<file path="config.mk">
export PLATFORM = sky130hd
export DESIGN_NAME = uv_pf_sequencer
export DESIGN_NICKNAME = d
export VERILOG_FILES = /design/src/rtl/uvps_pkg.sv /design/src/rtl/uvps_uv_any.sv /design/src/rtl/uvps_dwell_cnt.sv /design/src/rtl/uvps_seq_ctrl.sv /design/src/rtl/uv_pf_sequencer.sv
export SDC_FILE = /design/constraint.sdc
export NUM_CORES = 1
export LEC_CHECK = 0
export BUFFER_PORTS_ARGS = -buffer_cell sky130_fd_sc_hd__buf_2
export CAP_MARGIN = 20
export CORE_AREA = 2 2 39 41
export DETAILED_ROUTE_END_ITERATION = 10
export DIE_AREA = 0 0 41 43
export PLACE_DENSITY = 0.78
export SLEW_MARGIN = 0
export SYNTH_ARGS = -nofsm -noshare
export SYNTH_HDL_FRONTEND = slang
export SYNTH_SLANG_ARGS = --single-unit
</file>
<file path="constraint.sdc">
create_clock -name clk_i -period 2.07 [get_ports clk_i]
set_input_delay 0.207 -clock clk_i [delete_from_list [all_inputs] [get_ports clk_i]]
set_output_delay 0.207 -clock clk_i [all_outputs]
set_load 0.05 [all_outputs]
</file>
<file path="src/rtl/uvps_pkg.sv">
package uvps_pkg;
  typedef enum logic [1:0] {
    ST_IDLE       = 2'd0,
    ST_WARN_WAIT  = 2'd1,
    ST_WARNED     = 2'd2,
    ST_POWER_DOWN = 2'd3
  } seq_state_e;
endpackage

</file>
<file path="src/rtl/uvps_uv_any.sv">
module uvps_uv_any #(
  parameter int NUM_CELLS = 3
) (
  input  logic [NUM_CELLS-1:0] cell_uv_i,
  output logic                 uv_o
);
  logic [NUM_CELLS:0] chain;
  assign chain[0] = 1'b0;
  for (genvar g = 0; g < NUM_CELLS; g++) begin : g_or
    assign chain[g+1] = chain[g] | cell_uv_i[g];
  end
  assign uv_o = chain[NUM_CELLS];
endmodule

</file>
<file path="src/rtl/uvps_dwell_cnt.sv">
module uvps_dwell_cnt #(
  parameter int CW = 8
) (
  input  logic          clk_i,
  input  logic          rst_ni,
  input  logic          clr_i,
  input  logic          inc_i,
  output logic [CW-1:0] cnt_o
);
  always_ff @(posedge clk_i or negedge rst_ni) begin
    if (!rst_ni)    cnt_o <= '0;
    else if (clr_i) cnt_o <= '0;
    else if (inc_i) cnt_o <= cnt_o + 1'b1;
  end
endmodule

</file>
<file path="src/rtl/uvps_seq_ctrl.sv">
module uvps_seq_ctrl
  import uvps_pkg::*;
#(
  parameter int WARN_CYCLES = 16,
  parameter int SHUT_CYCLES = 64,
  parameter int CW          = 7
) (
  input  logic          clk_i,
  input  logic          rst_ni,
  input  logic          uv_i,
  input  logic          wake_i,
  input  logic          force_i,
  input  logic [CW-1:0] cnt_i,
  output seq_state_e    state_o,
  output logic          clr_o,
  output logic          inc_o
);
  localparam logic [CW-1:0] WARN_LAST = CW'(WARN_CYCLES - 1);
  localparam logic [CW-1:0] SHUT_LAST = CW'(SHUT_CYCLES - 1);

  seq_state_e st_d;

  always_comb begin
    st_d  = state_o;
    clr_o = 1'b0;
    inc_o = 1'b0;
    if (force_i) begin
      st_d  = ST_POWER_DOWN;
      clr_o = 1'b1;
    end else begin
      unique case (state_o)
        ST_IDLE: begin
          // counter already zero here; first sample counts as one
          if (uv_i) begin
            st_d  = ST_WARN_WAIT;
            inc_o = 1'b1;
          end
        end
        ST_WARN_WAIT: begin
          if (!uv_i) begin
            st_d  = ST_IDLE;
            clr_o = 1'b1;
          end else if (cnt_i == WARN_LAST) begin
            st_d  = ST_WARNED;
            clr_o = 1'b1;
          end else begin
            inc_o = 1'b1;
          end
        end
        ST_WARNED: begin
          if (!uv_i) begin
            st_d  = ST_IDLE;
            clr_o = 1'b1;
          end else if (cnt_i == SHUT_LAST) begin
            st_d  = ST_POWER_DOWN;
            clr_o = 1'b1;
          end else begin
            inc_o = 1'b1;
          end
        end
        ST_POWER_DOWN: begin
          clr_o = 1'b1;
          if (wake_i) st_d = ST_IDLE;
        end
        default: begin
          st_d  = ST_IDLE;
          clr_o = 1'b1;
        end
      endcase
    end
  end

  always_ff @(posedge clk_i or negedge rst_ni) begin
    if (!rst_ni) state_o <= ST_IDLE;
    else         state_o <= st_d;
  end
endmodule

</file>
<file path="src/rtl/uv_pf_sequencer.sv">
module uv_pf_sequencer
  import uvps_pkg::*;
#(
  parameter int NUM_CELLS   = 3,
  parameter int WARN_CYCLES = 16,
  parameter int SHUT_CYCLES = 64
) (
  input  logic                 clk_i,
  input  logic                 rst_ni,
  input  logic [NUM_CELLS-1:0] cell_uv_i,
  input  logic                 pack_low_i,
  input  logic                 wake_i,
  input  logic                 force_pd_i,
  output logic                 pwr_fail_no,
  output logic                 dsg_inhibit_o,
  output logic                 supply_en_o,
  output logic                 bias_off_o
);
  localparam int MAX_DWELL = (WARN_CYCLES > SHUT_CYCLES) ? WARN_CYCLES : SHUT_CYCLES;
  localparam int CW        = $clog2(MAX_DWELL + 1);

  logic          uv;
  logic          clr, inc;
  logic [CW-1:0] cnt;
  seq_state_e    st;
  logic          pd_latched;

  uvps_uv_any #(.NUM_CELLS(NUM_CELLS)) u_uv_any (
    .cell_uv_i(cell_uv_i),
    .uv_o     (uv)
  );

  uvps_dwell_cnt #(.CW(CW)) u_cnt (
    .clk_i (clk_i),
    .rst_ni(rst_ni),
    .clr_i (clr),
    .inc_i (inc),
    .cnt_o (cnt)
  );

  uvps_seq_ctrl #(
    .WARN_CYCLES(WARN_CYCLES),
    .SHUT_CYCLES(SHUT_CYCLES),
    .CW         (CW)
  ) u_ctrl (
    .clk_i  (clk_i),
    .rst_ni (rst_ni),
    .uv_i   (uv),
    .wake_i (wake_i),
    .force_i(force_pd_i),
    .cnt_i  (cnt),
    .state_o(st),
    .clr_o  (clr),
    .inc_o  (inc)
  );

  assign pd_latched    = (st == ST_POWER_DOWN);
  assign pwr_fail_no   = (st != ST_WARNED);
  assign dsg_inhibit_o = pd_latched | force_pd_i | pack_low_i;
  assign supply_en_o   = !pd_latched;
  assign bias_off_o    = pd_latched | force_pd_i;
endmodule

</file>
* Word level (Yosys, flattened, before mapping)
Index checks and enable logic that the tools add are counted.
** Storage, ports and cells
- Flip-flop bits (word level) :: 9
- Input port bits :: 8
- Output and inout bits :: 4
** Cells by class
- $add $sub $neg :: 1
- Equality and inequality tests :: 10
- Multiplexer cells :: 23
- Bitwise operators :: 4
- Reductions and logical operators :: 4
** Operators by type and width (number)
- $mux W2 :: 7
- $mux W7 :: 2
- $mux W1 :: 11
- $ne A4 B4 Y1 const B :: 2
- $pmux W2 S4 :: 1
- $add A7 B1 Y7 const B :: 1
- $eq A7 B4 Y1 const B :: 1
- $eq A7 B6 Y1 const B :: 1
- $pmux W1 S3 :: 2
- $eq A2 B2 Y1 const B :: 2
- $or A1 B1 Y1 :: 4
- $reduce_and A4 Y1 :: 1
- $ne A3 B2 Y1 const B :: 1
- $ne A3 B3 Y1 const B :: 1
- $eq A2 B1 Y1 const B :: 1
- $logic_not A2 Y1 :: 1
- $ne A2 B2 Y1 const B :: 1
- $reduce_bool A2 Y1 :: 1
- $logic_not A1 Y1 :: 1

* Depth between registers and ports, before layout
Gate-level depths: netlist (run 1).
- Depth after elaboration :: 7
- Gate-level depth with buffers :: 7
- Mapped depth without buffers :: 7

* Hierarchy
A second synthesis (run 1) with hierarchy kept.
** Unflattened totals
- Cell total of the unflattened synthesis :: 79
- Area total of the unflattened synthesis :: 699.4 µm²
** Modules (own cells, without submodules)
- uvps_seq_ctrl :: times used 1, cells each 45, area an instance 357.8 µm², sequential area each 50.0 µm²
- uvps_dwell_cnt :: times used 1, cells each 29, area an instance 307.8 µm², sequential area each 175.2 µm²
- uv_pf_sequencer :: times used 1, cells each 4, area an instance 27.5 µm², sequential area each 0.0 µm²
- uvps_uv_any :: times used 1, cells each 1, area an instance 6.3 µm², sequential area each 0.0 µm²

* Worst setup path before layout (run 1)
Ideal clock, no wire load.
- Kind :: reg-to-reg
- Start point :: register u_ctrl.state_o[0]
- End point :: register u_ctrl.state_o[0]
- Arrival :: 1.781 ns
- Setup slack :: 0.171 ns
- Stages on the path, launching flop included :: 6
- Buffers on the path :: 0
- Cell sequence :: dfrtp_1 -> ha_1 -> inv_1 -> o21ai_0 -> or4_1 -> a21o_1
** Between the ends
- Longest elaborated chain between the ends :: 3
- Elaborated cells on any way between the ends :: 11
- Those cells by class :: eq/ne: 7; mux: 2; reduce/logical: 2
** Ends and longest elaborated chain
- start, declared :: RTL line uvps_seq_ctrl.sv:14 : output seq_state_e state_o,
- start signal, assigned :: RTL line uvps_seq_ctrl.sv:75 : else state_o <= st_d;
- $eq A2 B2 Y1, or another cell as far along :: RTL line uvps_seq_ctrl.sv:31 : unique case (state_o)
- $ne A4 B4 Y1 (no line), or another cell as far along
- $reduce_and A4 Y1 (no line) / $mux W2 (equally long branches)
Several ways; a longest one is shown, not always the timed one.
A chain may end at the register's enable or synchronous reset.

* Worst setup path after layout (run 1)
- Start point :: register u_cnt.cnt_o[0]
- End point :: register u_ctrl.state_o[0]
** Between the ends
- Longest elaborated chain between the ends :: 3
- Elaborated cells on any way between the ends :: 5
- Those cells by class :: eq/ne: 4; reduce/logical: 1
** Ends and longest elaborated chain
- start, declared :: RTL line uvps_dwell_cnt.sv:8 : output logic [CW-1:0] cnt_o
- start signal, assigned :: RTL line uvps_dwell_cnt.sv:13 : else if (inc_i) cnt_o <= cnt_o + 1'b1;
- $eq A7 B6 Y1 / $eq A7 B4 Y1 (equally long branches) :: RTL line uvps_seq_ctrl.sv:54, uvps_seq_ctrl.sv:43
- $ne A4 B4 Y1 (no line)
- $reduce_and A4 Y1 (no line) (*)
Mark *: on every way between the ends. The rest lies on a longest branch, timed or not.

==> impl_metrics.tcl, run 1 <==
set metrics [dict create \
    status "finished, final reports clean" \
    fin_hold_ws_ns 0.1653 \
    portBuffers 11 \
    syn-num-nets 87 \
    syn_to_final_growth_pct 17.92 \
    finalWirelength_um 1355 \
    yosysTopAreaCellShare_pct 33.96 \
    initial_core_util_pct 47.92 \
    hp-class "in2reg" \
    cts_sinks 9 \
    die_y_um 43 \
    cts_setup_buffers 0 \
    synth_area_per_cell_um2 9.084 \
    maxSlewHeadroom_pct 74.68 \
    synth-xor-area-share_pct 3.962 \
    synthMuxAreaShare_pct 1.509 \
    postRouteAntennaNets 0 \
    synthSimpleGateAreaFrac_pct 28.87 \
    startpoint_type "flop" \
    cts_buffers 3 \
    rows 14 \
    drv_slew 0 \
    place_ws_ns 0.1675 \
    worst_clock_skew_ns 0.002881 \
    num_vias 590 \
    antenna_found_initial 0 \
    wl_met2_um 654 \
    cts-resized-gates 0 \
    ys_types 26 \
    synth_area_leaders "dfrtp_1 (34%), ha_1 (11%), o21ai_0 (6.8%), nor2_1 (5.7%), or3_1 (4.7%)" \
    clkTransAtPathRegs_ns 0.06 \
    grt-ovfl-total 0 \
    worstHoldStart "force_pd_i" \
    yosysWarningCount 0 \
    final_hold_viol_count 0 \
    clock.fmax_mhz 521.8 \
    synth_cells 73 \
    cp-end-kind "flop" \
    synth-compound-area-share_pct 16.98 \
    diodes 0 \
    ys_seq_area_share_pct 33.96 \
    worstPathCellList "ha_1 -> nand4b_4 -> o21ai_0 -> a21oi_1 -> or4_1 -> a21o_1" \
    grt_use_total_pct 19.17 \
    worstPathRequired_ns 2.23 \
    arrival_ns 2.07 \
    ir_drop_mv 0.5001 \
    path_max_fanout 6 \
    top_layer "met4" \
    dp_cells 101 \
    layout-drive-gt1-share_pct 21.11 \
    cts_tree "yes" \
    htree_levels 1 \
    totalPowerFinal_mw 0.7761 \
    finalNonFillerCells 106 \
    die_x_um 41 \
    clockBufferDepth 2 \
    power_density_nw_per_um2 992.5 \
    ios 12 \
    met1_length_um 634 \
    finalCriticalPeriod_ns 1.917 \
    layout.nets 105 \
    period_share_pct 92.59 \
    synth_top_family_by_area "simple AND/OR/NAND/NOR gates" \
    max_cap_violations 0 \
    gp_routability_congestion 0.7457 \
    die-area_um2 1763 \
    cts_root_buffer "clkbuf_4" \
    crit_family "simple AND/OR/NAND/NOR gates" \
    setup_viol 0 \
    post_synth_fa_ha_maj_area_fraction_pct 11.32 \
    slowest_stage "or4_1" \
    worst_slew_pin_slew_ns 0.3750 \
    crit_type "reg2reg" \
    r2r-start "u_cnt.cnt_o[0]" \
    synthesis.area_um2 663.1 \
    drc 0 \
    drt_pass1_iterations 4 \
    worst_slack_ns 0.1534 \
    p_leak_nw 0.3907 \
    grt_max_degree 10 \
    core-area_um2 1384 \
    critPathLaunch "u_cnt.cnt_o[0]" \
    finalSetupTns_ns 0 \
    critical_path.max_stage_delay_ns 0.51 \
    yosysTopAreaCell "dfrtp_1" \
    rsz0062_at_grt "false" \
    clock_latency_ns 0.26 \
    worst-path-buf-inv 0 \
    vias_per_cell 5.566 \
    route.met3.wl_um 56 \
    hpwl_um 1037 \
    ys_ff_latch 9 \
    grt_pass1_wl_um 2249 \
    grt_pass1_vias 555 \
    drtIter0Drc 14 \
    post_drt_wl_per_cell_um 12.78 \
]
## layer usage
layer	track usage [%]	up-vias
met4	12.00	0
met3	3.141	2
li1	-	305
met2	30.00	12
met1	22.92	271
met5	0	-
## cells in the mapped netlist
cell type   n
a21o_1      1
a21oi_1     4
a32oi_1     1
and3_1      1
and4_1      1
dfrtp_1     9
ha_1        6
inv_1       6
mux2i_1     1
nand2_1     3
nand2b_1    1
nand3_1     1
nand3_2     1
nand4_1     2
nand4b_4    1
nor2_1     10
nor3_1      1
nor3_4      1
o21ai_0     9
o311ai_0    1
o31ai_2     1
o32a_1      1
or3_1       5
or4_1       1
or4b_1      1
xor2_1      3
## placed cells by master (no fill, tap or decap), types with 2 or more instances in the layout
cell type / synthesis / routed
a21oi_1: 4 / 4
clkbuf_4: 0 / 3
or3_1: 5 / 5
inv_1: 6 / 6
ha_1: 6 / 6
nand4_1: 2 / 2
xor2_1: 3 / 3
dfrtp_1: 9 / 9
buf_2: 0 / 11
nor2_1: 10 / 10
o21ai_0: 9 / 9
nand2_1: 3 / 3
## worst paths after layout
| check | endpoint | slack [ns] | cells after the start |
|---|---|---|---|
| max | u_ctrl.state_o[0] | 0.15 | 6 |
| min | u_ctrl.state_o[0] | 0.17 | 2 |
| max in group asynchronous | u_ctrl.state_o[1] | 1.56 | 2 |
| max reg2reg | u_ctrl.state_o[0] | 0.15 | 6 |
| min reg2reg | u_cnt.cnt_o[6] | 0.59 | 2 |
| min in group asynchronous | u_cnt.cnt_o[5] | 0.32 | 2 |
## report_power, final
group	internal (mW)	leakage, nW	switching (mW)
Sequential	0.195	0.118	0.0199
Combinational	0.143	0.257	0.280
Clock	0.0745	0.0150	0.0644
## cell families after synthesis
logic type	count (synthesis)
and+or+nand+nor	30
AOI/OAI and AO/OA	18
DFF	9
buffers and inverters	6
adders and majority gates	6
xor gates and xnor gates	3
muxes	1
## area by class of cell
class                      instances  area (um^2)
timing repair buffer              13        72.57
sequential                         9        225.2
inverter                           6        22.52
multi-input combinational         58        415.4
fill                             119        601.8
clock buffer                       4        26.28
tap                               16        20.02
## flip-flops by register name, summed over array words and instances, names as in the netlist
register        flops
u_cnt.cnt_o         7
u_ctrl.state_o      2
## through the flow
stage	util (%)	area, um^2
floorplan	-	663.1
global placement	53.89	745.7
detailed placement	53.89	745.7
CTS	56.51	782.0
global route	56.51	782.0
finish	56.51	782.0
## what timing repair did
action | 4_1_cts | 5_1_grt
endpoints found under the hold margin | 9 | 0
hold buffers | 1 | 0
endpoints found under the setup margin | 0 | 0
Note: power is estimated with default switching activity, not from simulation.
==> run 2, diff against run 1 <==
--- a/config.mk
+++ b/config.mk
@@ -7,10 +7,13 @@
 export LEC_CHECK = 0
 export BUFFER_PORTS_ARGS = -buffer_cell sky130_fd_sc_hd__buf_2
 export CAP_MARGIN = 20
-export CORE_AREA = 2 2 39 41
+export CELL_PAD_IN_SITES_DETAIL_PLACEMENT = 1
+export CELL_PAD_IN_SITES_GLOBAL_PLACEMENT = 1
+export CORE_ASPECT_RATIO = 1.25
+export CORE_MARGIN = 2
+export CORE_UTILIZATION = 39
 export DETAILED_ROUTE_END_ITERATION = 10
-export DIE_AREA = 0 0 41 43
-export PLACE_DENSITY = 0.78
+export PLACE_DENSITY = 0.81
 export SLEW_MARGIN = 0
 export SYNTH_ARGS = -nofsm -noshare
 export SYNTH_HDL_FRONTEND = slang
==> run 2 against run 1 <==
  * Sequential power barely moved
  * Power increased by 4.4%
  * Via count increased by 3.7%
  * Clock skew grew 0.0027 ns
  * Worst setup slack worse by 0.015 ns
  * Critical endpoint unchanged
  * Global-route usage increased by 0.22 points
  * Register-to-register slack hardly changed
  * Highest routed layer unchanged
==> impl_metrics.tcl, run 2 (synthesis gave the netlist of run 1 again) <==
set metrics [dict create \
    layout.nets 105 \
    reg_top3 "u_cnt.cnt_o: 7 flops, u_ctrl.state_o: 2 flops" \
    worstPathCellList "ha_2 -> nand4b_4 -> o31ai_2 -> a21oi_2 -> or4_1 -> a21o_1" \
    design_area_um2 795.8 \
    crit_type "reg2reg" \
    maxSlewHeadroom_pct 71.38 \
    p_switching_mw 0.3887 \
    setup_viol 0 \
    htree_levels 1 \
    worst_slew_pin_slew_ns 0.4248 \
    place_ws_ns 0.1000 \
    num_vias 612 \
    sw_frac_of_total_pct 47.95 \
    grt-ovfl-total 0 \
    worst_clock_skew_ns 0.005622 \
    rows 16 \
    hp-class "in2reg" \
    mostFrequentLayoutCells "buf_2 (11), nor2_1 (9), dfrtp_1 (9)" \
    crit_family "simple AND/OR/NAND/NOR gates" \
    dp_cells 103 \
    syn_to_final_growth_pct 20.00 \
    ir_drop_mv 0.4087 \
    cts_root_buffer "clkbuf_4" \
    clkTransAtPathRegs_ns 0.06 \
    die_y_um 50.10 \
    arrival_ns 2.09 \
    max_cap_violations 0 \
    finalWirelength_um 1686 \
    drt_pass1_iterations 2 \
    fin_hold_ws_ns 0.1959 \
    p_int_mw 0.4219 \
    combPwrFrac_pct 56.6 \
    mostFrequentLayoutCell "buf_2" \
    final_hold_viol_count 0 \
    portBuffers 11 \
    largest_reg_flops 7 \
    clockPowerShare_pct 16.5 \
    clock.fmax_mhz 517.8 \
    r2r_slack_ns 0.14 \
    drc 0 \
    die_x_um 40.88 \
    rsz0062_at_grt "false" \
    diodes 0 \
    grt_use_total_pct 19.39 \
    seq_power_share_pct 26.8 \
    path_max_fanout 6 \
    placed_area_um2 748.2 \
    grt_max_degree 10 \
    clockBufferDepth 2 \
    die-area_um2 2048 \
    cp-end-kind "flop" \
    worst-path-buf-inv 0 \
    cts_sinks 9 \
    initial_core_util_pct 41.93 \
    regMostFlops "u_cnt.cnt_o" \
    drv_slew 0 \
    p_leak_nw 0.3835 \
    status "finished, final reports clean" \
    vias_per_cell 5.667 \
    cts_tree "yes" \
    startpoint_type "flop" \
    finalNonFillerCells 108 \
    drtIter0Drc 16 \
    finalSetupTns_ns 0 \
    postRouteAntennaNets 0 \
    core-area_um2 1582 \
    grt_pass1_vias 610 \
    cts_buffers 3 \
    gp_routability_congestion 0.7970 \
    period_share_pct 93.30 \
    worst_slack_ns 0.1387 \
    slowest_stage "or4_1" \
    ios 12 \
    power_density_nw_per_um2 1019 \
    final_core_util_pct 50.32 \
    totalPowerFinal_mw 0.8105 \
    post_drt_wl_per_cell_um 15.61 \
    critical_path.max_stage_delay_ns 0.51 \
    finalCriticalPeriod_ns 1.931 \
    antenna_found_initial 0 \
    layout-drive-gt1-share_pct 26.67 \
    worstPathRequired_ns 2.23 \
    hpwl_um 1342 \
    clock_latency_ns 0.26 \
    grt_pass1_wl_um 2628 \
]
==> run 2: timing repair <==
item | in CTS | in global routing
gates resized for setup | 0 | 6
setup buffers | 0 | 0
setup endpoints to repair | 0 | 2
hold endpoints to repair | 9 | 0
hold buffers | 1 | 0
==> run 2: power by group through the flow <==
stage                     combinational, mW  sequential, mW  clock, mW
after floorplan                       0.323           0.212          0
after global placement                0.426           0.217          0
after detailed placement              0.444           0.218          0
after CTS                             0.448           0.215      0.141
after global routing                  0.505           0.220      0.153
final                                 0.459           0.218      0.134
==> run 2: worst paths after layout <==
check,cells past startpoint,from,endpoint
setup / recovery,6,u_cnt.cnt_o[0],u_ctrl.state_o[0]
hold / removal,2,force_pd_i,u_ctrl.state_o[0]
setup reg to reg,6,u_cnt.cnt_o[0],u_ctrl.state_o[0]
hold reg to reg,2,u_cnt.cnt_o[6],u_cnt.cnt_o[6]
max in group asynchronous,2,rst_ni,u_cnt.cnt_o[6]
min in group asynchronous,2,rst_ni,u_cnt.cnt_o[5]
==> run 2: final cells by class <==
type,instances,area (um^2)
clock buffer,4,26.28
fill,198,785.8
inverter,6,22.52
multi-input combinational,58,426.7
sequential,9,225.2
tap,18,22.52
timing repair buffer,13,72.57
==> run 2: routing by layer <==
| layer | part of all wire (%) | track usage [%] | vias up |
|---|---|---|---|
| met5 | 0 | 0 | - |
| met4 | 0.42 | 5.000 | 0 |
| met3 | 4.4 | 8.108 | 2 |
| met2 | 53 | 33.33 | 11 |
| met1 | 42 | 20.17 | 300 |
| li1 | - | - | 299 |
==> run 3, diff against run 2 <==
==> constraint.sdc (replaced) <==
create_clock -name clk_i -period 2.2 [get_ports clk_i]
set_input_delay 0.22 -clock clk_i [delete_from_list [all_inputs] [get_ports clk_i]]
set_output_delay 0.22 -clock clk_i [all_outputs]
set_load 0.05 [all_outputs]
==> run 3 against run 2 <==
  * Count of clock-buffer cells in the layout unchanged
  * Power is 7.6% lower
  * Clock skew increased by 0.0020 ns
  * Cell count did not move
  * Via count shrank 1.6%
  * First-iteration DRC count is 69% lower
  * Worst setup slack better by 0.057 ns
  * Design area down 1.4%
  * Sequential share of layout area rose by 0.41 points
  * Maximum frequency is 3.6% lower
  * Utilization is 0.71 points lower
  * Worst hold slack lost 0.023 ns
  * Critical path type unchanged
==> impl_metrics.tcl, run 3 (synthesis gave the netlist of run 1 again) <==
set metrics [dict create \
    worst_clock_skew_ns 0.007585 \
    p_leak_nw 0.3907 \
    fillers 191 \
    die_y_um 50.10 \
    maxSlewHeadroom_pct 70.76 \
    finalNonFillerCells 108 \
    grt_use_total_pct 19.88 \
    worstHoldStart "force_pd_i" \
    drt_pass1_iterations 2 \
    grt-ovfl-total 0 \
    min_to "u_ctrl.state_o[0]" \
    post_drt_wl_per_cell_um 14.96 \
    ir_drop_mv 0.3602 \
    ios 12 \
    crit_type "reg2reg" \
    postRouteAntennaNets 0 \
    mostFrequentLayoutCells "buf_2 (11), nor2_1 (10), o21ai_0 (9), dfrtp_1 (9)" \
    min_delay_path_depth 2 \
    mostFrequentLayoutCell "buf_2" \
    initial_core_util_pct 41.93 \
    finalSetupTns_ns 0 \
    layout.nets 105 \
    setup_viol 0 \
    cts_sinks 9 \
    critical_path.max_stage_delay_ns 0.53 \
    grt_pass1_vias 647 \
    use_met1_pct 21.79 \
    cp-end-kind "flop" \
    regMostFlops "u_cnt.cnt_o" \
    arrival_ns 2.17 \
    path_max_fanout 6 \
    cts_buffers 3 \
    rsz0062_at_grt "false" \
    cts_root_buffer "clkbuf_4" \
    max_cap_violations 0 \
    finalCriticalPeriod_ns 2.004 \
    power_density_nw_per_um2 954.9 \
    die_x_um 40.88 \
    startpoint_type "flop" \
    worstPathCellList "ha_1 -> nand4b_4 -> o21ai_0 -> a21oi_1 -> or4_1 -> a21o_1" \
    hp-class "in2reg" \
    diodes 0 \
    clockBufferDepth 2 \
    die-area_um2 2048 \
    htree_levels 1 \
    dp_cells 103 \
    portBuffers 11 \
    clock_latency_ns 0.27 \
    cts_setup_buffers 0 \
    grt_pass1_wl_um 2732 \
    hpwl_um 1293 \
    drtIter0Drc 5 \
    drv_slew 0 \
    reg_top3 "u_cnt.cnt_o: 7 flops, u_ctrl.state_o: 2 flops" \
    num_vias 602 \
    drc 0 \
    final_hold_viol_count 0 \
    vias_per_cell 5.574 \
    cts_tree "yes" \
    status "finished, final reports clean" \
    rows 16 \
    antenna_found_initial 0 \
    gp_routability_congestion 0.8018 \
    largest_reg_flops 7 \
    multi_input_area_um2 415.4 \
    grt_max_degree 10 \
    slowest_stage "or4_1" \
    core-area_um2 1582 \
    grtUsageMet2_pct 33.33 \
    syn_to_final_growth_pct 18.30 \
    use_met3_pct 4.054 \
    top_usage_layer "met2" \
    worstPathRequired_ns 2.37 \
    clkTransAtPathRegs_ns 0.07 \
    worst_slew_pin_slew_ns 0.4340 \
    sequential_cell_area_um2 225.2 \
    period_share_pct 91.11 \
    r2r-start "u_cnt.cnt_o[0]" \
    r2r.worst_path.cells 6 \
    reg2reg_to "u_ctrl.state_o[0]" \
    finalWirelength_um 1616 \
    clock.fmax_mhz 498.9 \
    r2r_slack_ns 0.20 \
    layout-drive-gt1-share_pct 21.11 \
]
==> run 3: worst max-delay path, delay by kind of cell (launching register included) <==
kind            cells  cell delay (ns)
compound gates      3             0.56
flops               1             0.41
simple gates        2             0.68
fa+ha+maj           1             0.26
==> run 3: per-layer routing <==
| layer | up-vias | share of wire [%] |
|---|---|---|
| li1 | 302 | - |
| met2 | 11 | 53 |
| met4 | 0 | 1.8 |
| met1 | 285 | 43 |
| met3 | 4 | 2.5 |
| met5 | - | 0 |
==> run 3: final cells by class <==
type	instances	area share, %
Clock buffer	4	3.349
Inverter	6	2.871
Multi-Input combinational cell	58	52.95
Sequential cell	9	28.71
Tap cell	18	2.871
Timing Repair Buffer	13	9.250
==> run 3: where the power goes <==
| group | total, mW | internal, mW | switching (mW) | leakage [nW] |
|---|---|---|---|---|
| Combinational | 0.408 | 0.134 | 0.274 | 0.257 |
| Clock | 0.139 | 0.0702 | 0.0692 | 0.0150 |
| Sequential | 0.202 | 0.183 | 0.0187 | 0.118 |
==> run 3: worst max path at each step <==
stage	start	to	slack, ns	cells past startpoint
after floorplan	u_ctrl.state_o[0]	u_ctrl.state_o[0]	0.30	5
after detailed placement	u_cnt.cnt_o[0]	u_ctrl.state_o[0]	0.18	6
after CTS	u_cnt.cnt_o[0]	u_ctrl.state_o[0]	0.18	6
final	u_cnt.cnt_o[0]	u_ctrl.state_o[0]	0.20	6
after global routing	u_cnt.cnt_o[0]	u_ctrl.state_o[0]	0.03	6
after global placement	u_cnt.cnt_o[0]	u_ctrl.state_o[0]	0.26	6
==> run 3: timing repair <==
item,CTS,global route
endpoints found under the hold margin,9,0
hold buffers,1,0
gates resized for setup,0,0
setup endpoints to repair,0,0
==> run 3: stage by stage <==
stage	total power [mW]	util [%]	hold WS, ns	setup slack [ns]	area (um^2)
2_1_floorplan	0.5040	-	-0.07559	0.3009	663.1
3_3_place_gp	0.6043	47.31	0.08234	0.2649	748.2
3_5_place_dp	0.6166	47.31	0.08694	0.1792	748.2
4_1_cts	0.7626	49.60	0.1647	0.1765	784.5
5_1_grt	0.8172	49.60	0.1640	0.02627	784.5
6_report	0.7492	49.60	0.1730	0.1956	784.5
